## src/rtl/sense_line_pkg.sv

```systemverilog
package sense_line_pkg;

    // Controller phases
    typedef enum logic [2:0] {
        ST_IDLE = 3'd0,   // waiting for a start request
        ST_TRIG = 3'd1,   // pulling the wire low
        ST_REL  = 3'd2,   // released, waiting to see the wire high
        ST_MEAS = 3'd3,   // counting until a sensor answers
        ST_DONE = 3'd4    // answer seen, waiting for the wire to recover
    } line_state_e;

endpackage

```

## src/rtl/sense_line_sync.sv

```systemverilog
module sense_line_sync #(
    parameter int STAGES = 2
) (
    input  logic clk,
    input  logic rst_n,
    input  logic pad_in,
    output logic level,
    output logic fell
);

    logic              clean;
    logic [STAGES-1:0] chain_d;
    logic [STAGES-1:0] chain_q;
    logic              prev_d;
    logic              prev_q;

    // Only a clean low counts as low; anything else reads as pulled up.
    always_comb begin
        clean = (pad_in === 1'b0) ? 1'b0 : 1'b1;
    end

    generate
        if (STAGES == 1) begin : g_single
            always_comb chain_d = clean;
        end else begin : g_chain
            always_comb chain_d = {chain_q[STAGES-2:0], clean};
        end
    endgenerate

    always_comb begin
        level  = chain_q[STAGES-1];
        prev_d = level;
        fell   = prev_q & ~level;
    end

    always_ff @(posedge clk or negedge rst_n) begin
        if (!rst_n) begin
            chain_q <= '1;
            prev_q  <= 1'b1;
        end else begin
            chain_q <= chain_d;
            prev_q  <= prev_d;
        end
    end


    sync_lag_chk: assert property (@(posedge clk) disable iff (!rst_n)
        $fell(level) |-> ($past(clean, STAGES) == 1'b0));

endmodule

```

## src/rtl/sense_line_slotmap.sv

```systemverilog
module sense_line_slotmap #(
    parameter int NUM_SLOTS = 8,
    parameter int SLOT_LOG2 = 6,
    parameter int SLOT_W    = 3,
    parameter int CNT_W     = 9
) (
    input  logic [CNT_W-1:0]     count,
    output logic [SLOT_W-1:0]    slot,
    output logic [SLOT_LOG2-1:0] offset
);

    always_comb offset = count[SLOT_LOG2-1:0];

    generate
        if (NUM_SLOTS > 1) begin : g_multi
            always_comb slot = count[CNT_W-1:SLOT_LOG2];
        end else begin : g_single
            always_comb slot = '0;
        end
    endgenerate

endmodule

```

## src/rtl/sense_line_timer.sv

```systemverilog
module sense_line_timer
    import sense_line_pkg::*;
#(
    parameter int TRIG_CYCLES = 20,
    parameter int SLOT_LOG2   = 6,
    parameter int NUM_SLOTS   = 8,
    parameter int SYNC_STAGES = 2,
    localparam int SLOT_BITS  = (NUM_SLOTS > 1) ? $clog2(NUM_SLOTS) : 0,
    localparam int SLOT_W     = (SLOT_BITS > 0) ? SLOT_BITS : 1,
    localparam int CNT_W      = SLOT_LOG2 + SLOT_BITS
) (
    input  logic                 clk,
    input  logic                 rst_n,
    input  logic                 enable,
    input  logic                 line_in,
    output logic                 line_oe,
    output logic [SLOT_W-1:0]    meas_slot,
    output logic [SLOT_LOG2-1:0] meas_offset,
    output logic                 meas_valid
);

    localparam logic [CNT_W-1:0] TRIG_LAST = CNT_W'(TRIG_CYCLES - 1);
    localparam logic [CNT_W-1:0] CNT_MAX   = '1;

    typedef struct packed {
        line_state_e      st;
        logic [CNT_W-1:0] cnt;
        logic             oe;
        logic             vld;
        logic [CNT_W-1:0] res;
    } ctl_t;

    ctl_t r_d;
    ctl_t r_q;
    logic line_hi;
    logic line_fell;

    sense_line_sync #(.STAGES(SYNC_STAGES)) u_sync (
        .clk    (clk),
        .rst_n  (rst_n),
        .pad_in (line_in),
        .level  (line_hi),
        .fell   (line_fell)
    );

    sense_line_slotmap #(
        .NUM_SLOTS (NUM_SLOTS),
        .SLOT_LOG2 (SLOT_LOG2),
        .SLOT_W    (SLOT_W),
        .CNT_W     (CNT_W)
    ) u_slotmap (
        .count  (r_q.res),
        .slot   (meas_slot),
        .offset (meas_offset)
    );

    always_comb begin
        r_d     = r_q;
        r_d.vld = 1'b0;
        r_d.cnt = r_q.cnt + 1'b1;
        unique case (r_q.st)
            ST_IDLE: begin
                r_d.cnt = '0;
                if (enable) begin
                    r_d.st = ST_TRIG;
                    r_d.oe = 1'b1;
                end
            end
            ST_TRIG: begin
                if (r_q.cnt == TRIG_LAST) begin
                    r_d.st = ST_REL;
                    r_d.oe = 1'b0;
                end
            end
            ST_REL: begin
                if (line_hi) begin
                    r_d.st  = ST_MEAS;
                    r_d.cnt = '0;
                end else if (r_q.cnt == CNT_MAX) begin
                    r_d.st = ST_IDLE;
                end
            end
            ST_MEAS: begin
                // An answer on the last count wins over the timeout.
                if (line_fell) begin
                    r_d.st  = ST_DONE;
                    r_d.vld = 1'b1;
                    r_d.res = r_q.cnt;
                end else if (r_q.cnt == CNT_MAX) begin
                    r_d.st = ST_IDLE;
                end
            end
            ST_DONE: begin
                if (line_hi || r_q.cnt == CNT_MAX) begin
                    r_d.st = ST_IDLE;
                end
            end
            default: begin
                r_d.st = ST_IDLE;
                r_d.oe = 1'b0;
            end
        endcase
    end

    always_ff @(posedge clk or negedge rst_n) begin
        if (!rst_n) begin
            r_q.st  <= ST_IDLE;
            r_q.cnt <= '0;
            r_q.oe  <= 1'b0;
            r_q.vld <= 1'b0;
            r_q.res <= '0;
        end else begin
            r_q <= r_d;
        end
    end

    always_comb begin
        line_oe    = r_q.oe;
        meas_valid = r_q.vld;
    end

    // Length of the current run of pull-down cycles, for the checks below.
    logic [31:0] oe_run_q;
    always_ff @(posedge clk or negedge rst_n) begin
        if (!rst_n)       oe_run_q <= '0;
        else if (line_oe) oe_run_q <= oe_run_q + 1;
        else              oe_run_q <= '0;
    end


    trig_start_chk: assert property (@(posedge clk) disable iff (!rst_n)
        (r_q.st == ST_IDLE && enable) |=> line_oe);


    oe_limit_chk: assert property (@(posedge clk) disable iff (!rst_n)
        oe_run_q <= 32'(TRIG_CYCLES));


    valid_single_chk: assert property (@(posedge clk) disable iff (!rst_n)
        meas_valid |=> !meas_valid);


    result_hold_chk: assert property (@(posedge clk) disable iff (!rst_n)
        !meas_valid |-> ($stable(meas_slot) && $stable(meas_offset)));


    no_early_measure_chk: assert property (@(posedge clk) disable iff (!rst_n)
        (r_q.st == ST_REL && !line_hi) |=> !meas_valid);


    timeout_quiet_chk: assert property (@(posedge clk) disable iff (!rst_n)
        (r_q.st == ST_MEAS && !line_fell && r_q.cnt == CNT_MAX) |=> (!meas_valid && !line_oe));

endmodule

```

## config.mk

```make
export PLATFORM = sky130hd
export DESIGN_NAME = sense_line_timer
export DESIGN_NICKNAME = d
export VERILOG_FILES = /design/src/rtl/sense_line_pkg.sv /design/src/rtl/sense_line_sync.sv /design/src/rtl/sense_line_slotmap.sv /design/src/rtl/sense_line_timer.sv
export SDC_FILE = /design/constraint.sdc
export NUM_CORES = 1
export LEC_CHECK = 0
export CORE_MARGIN = 3
export CORE_UTILIZATION = 56
export CTS_BUF_LIST = sky130_fd_sc_hd__clkbuf_8
export DETAILED_ROUTE_END_ITERATION = 16
export HOLD_SLACK_MARGIN = 0.03
export PLACE_DENSITY = 0.85
export SLEW_MARGIN = 20
export SYNTH_ARGS = -nofsm -noshare
export SYNTH_HDL_FRONTEND = slang
export SYNTH_HIERARCHICAL = 1
export SYNTH_SLANG_ARGS = --single-unit
```

## constraint.sdc

```tcl
create_clock -name clk -period 2.6 [get_ports clk]
set_clock_uncertainty 0.1 [all_clocks]
set_input_delay 0.52 -clock clk [delete_from_list [all_inputs] [get_ports clk]]
set_output_delay 0.52 -clock clk [all_outputs]
set_load 0.02 [all_outputs]
```

==> reports/metrics.csv <==
stage,metric,value,unit
outcome,run_status,"finished, final reports clean",
route,avgRoutedWirePerCell,14.0,um
min_path,hold_path.startpoint,u_sync/chain_q[0],
critical_path,startpoint,r_q[11],
yosys,synthXorXnorAreaFrac,2.16,%
power,finalPower,1.11,mW
yosys,synth_top_family_by_area,simple AND/OR/NAND/NOR gates,
yosys,yosys.area_share.simple,16.5,%
route,via_per_inst,5.54,
cells_and_area,multi_input_area,457,sq um
power,ir_worst_vdd,0.000674,V
cells_and_area,finalNonFillerCells,137,
cells_and_area,regArea,654,sq um
yosys,synth_fa_ha_area_share,2.06,%
placed_design,hpwl,1350,um
yosys,yosysTopAreaCell,dfrtp_1,
route,drc_errors,0,
critical_path,path_cells,ha_1 > nand2_1 > nor2_1 > and3_1 > ha_1 > or4_1 > o21ai_0,
power,comb_power_share,28.2,%
placed_design,placed_cell_area,1310,sq um
yosys,syn_area,1220,sq um
power,leakage,0.608,nW
yosys,synth.top_cell.area_share,47.3,%
cells_and_area,drive_above_1_share,20.9,%
floorplanning,row_count,16,
clock_network,cts_max_level,1,
sta,grt_setup_unrepaired,false,
floorplanning,die_w,52.6,um
floorplanning,dieHeight,52.6,um
cells_and_area,antennaDiodeCount,0,
yosys,synth_most_common_cell,dfrtp_1,
global_route,overflow,0,
yosys,synth.distinct_cells,36,
critical_path,critical_path_class,flip-flop to flip-flop,
floorplanning,start_util,60.7,%
power,power.net_switching,361,uW
critical_path,cp_max_fo,6,
route,wl,1910,um
power,pwr-share-clk,20.2,%
clock_network,cts_buffers,3,
power,power_frac_seq,51.6,%
route,postRouteAntennaNets,0,
sta,drv_slew,0,
yosys,synth-compound-area-share,6.89,%
min_path,hold_path.class,flip-flop to flip-flop,
yosys,syn_inst,102,
placed_design,port-buffer-count,14,
cells_and_area,design_area,1350,sq um
yosys,syn_avg_cell_area,11.9,sq um
critical_path,worst-path-buf-inv,0,
sta,slew-limit-headroom,71.7,%
critical_path,path_delay_family,simple AND/OR/NAND/NOR gates,
clock_network,cts_root_buf,clkbuf_8,
sta,tns,0,ns
clock_network,cts_tree,yes,
cells_and_area,final_core_util,67.6,%
sta,worst_slew_pin_slew,0.423,ns
critical_path,cp-start-kind,flip-flop,
clock_network,cts_resized,0,
clock_network,path_clk_slew,0.08,ns
placed_design,dp_cells,133,
clock_network,cts_hold_buffers,0,
power,power_density,823,nW/um^2
critical_path,crit_path_frequent_cell,ha_1,
cells_and_area,fillerInstances,160,
sta,setup_ws,0.620,ns
yosys,synthMuxAreaShare,9.98,%
yosys,ys_ff_latch,26,
yosys,synth_edf_count,0,
yosys,postSynth.asyncResetShare,100,%
critical_path,crit_arrival,2.07,ns
sta,finalCritPeriodShare,76.2,%
critical_path,cp.required,2.69,ns
sta,fmax,505,MHz
cells_and_area,syn_to_final_growth,11.2,%
floorplanning,die_area,2770,sq um
floorplanning,pin_count,15,
yosys,ys_seq_area_share,53.8,%
clock_network,clock_path_buffers,2,
global_route,grt_usage,16.5,%
critical_path,slowest_stage,dfrtp_1,
critical_path,endpoint_kind,flip-flop,
clock_network,clock_sinks,26,
power,switching_share,32.4,%
sta,hold_violations,0,
route,via_count,759,
critical_path,slowest_delay,0.44,ns
yosys,syn_nets,108,
global_route,antenna_found_initial,0,
placed_design,post-place-ws,0.644,ns
clock_network,worstSkewPairLatency,0.27,ns
sta,hold_ws,0.263,ns
yosys,yosys_warnings,6,
yosys,synth.area.top_cells,"dfrtp_1 (47%), mux2_2 (8.3%), dfstp_2 (6.5%)",
sta,setup_viol,0,
yosys,synth_ff_type,dfrtp_1,
placed_design,place.gp.congestion,0.829,
global_route,grt_pass1_vias,728,
route,first_iter_violations,11,
yosys,synth_common_cells,"dfrtp_1 (23), buf_4 (9), mux2_2 (9)",
critical_path,r2r-start,r_q[11],
route,dr.pass1.iters,4,
clock_network,cts_setup_buffers,0,
global_route,grt_max_degree,27,
job,maxCapViolations,0,
cells_and_area,fin_nets,117,
power,p_int,752,uW
global_route,grt_pass1_wl,3290,um
floorplanning,core,2000,sq um
sta,min_period,1.98,ns
==> state kept, by name, summed over array words and instances, names as in the netlist <==
register,cells
line_oe,1
u_sync/prev_q,1
meas_valid,1
r_q,21
u_sync/chain_q,2
==> final timing paths <==
path | endpoint | slack, ns | depth (start not counted)
min in group asynchronous | r_q[19] | 0.51 | 2
setup reg to reg | r_q[22] | 0.62 | 7
setup / recovery | r_q[22] | 0.62 | 7
max in group asynchronous | u_sync/chain_q[1] | 1.60 | 2
hold / removal | u_sync/chain_q[1] | 0.26 | 0
hold reg to reg | u_sync/chain_q[1] | 0.26 | 0
==> cell type report <==
class | instances | share of cell area [%]
multi-input cells | 61 | 33.8
clock buffers | 3 | 3.05
repair buffers | 15 | 10.9
clock inverters | 1 | 0.278
inverters | 4 | 1.11
flip-flops and latches | 26 | 48.4
well taps | 27 | 2.50
==> power groups by stage <==
stage          Sequential [mW]  Combinational [mW]  Clock (mW)
2_1_floorplan            0.558               0.250           0
3_3_place_gp             0.571               0.302           0
3_5_place_dp             0.579               0.313           0
4_1_cts                  0.571               0.317       0.230
5_1_grt                  0.585               0.341       0.250
6_report                 0.574               0.314       0.225
==> cell families (layout without fill, tap and decap cells) <==
group,after synthesis,after routing
fa+ha+maj,2,2
simple gates,33,33
buf+inv,15,23
flops,26,26
mux,11,11
compound gates,12,12
xor+xnor,3,3
==> routing by layer <==
metal,GRT usage [%],vias up,share of wire (%)
met3,2.56,5,3.7
li1,-,365,-
met2,26.0,17,48
met5,0,-,0
met4,7.66,0,1.8
met1,22.2,372,46
==> cell usage in the layout, fill, tap and decap left out, types with 2 or more instances in the layout <==
cell	count
dfrtp_1	23
clkdlybuf4s50_1	14
mux2_2	9
nor2_1	7
inv_1	5
nand3_1	4
nor2b_1	4
a21oi_1	3
o21ai_0	3
nand2_1	3
clkbuf_8	3
dfstp_2	3
mux2i_1	2
nand4_1	2
xnor2_1	2
ha_1	2
Power figures use the tool's default switching activity.
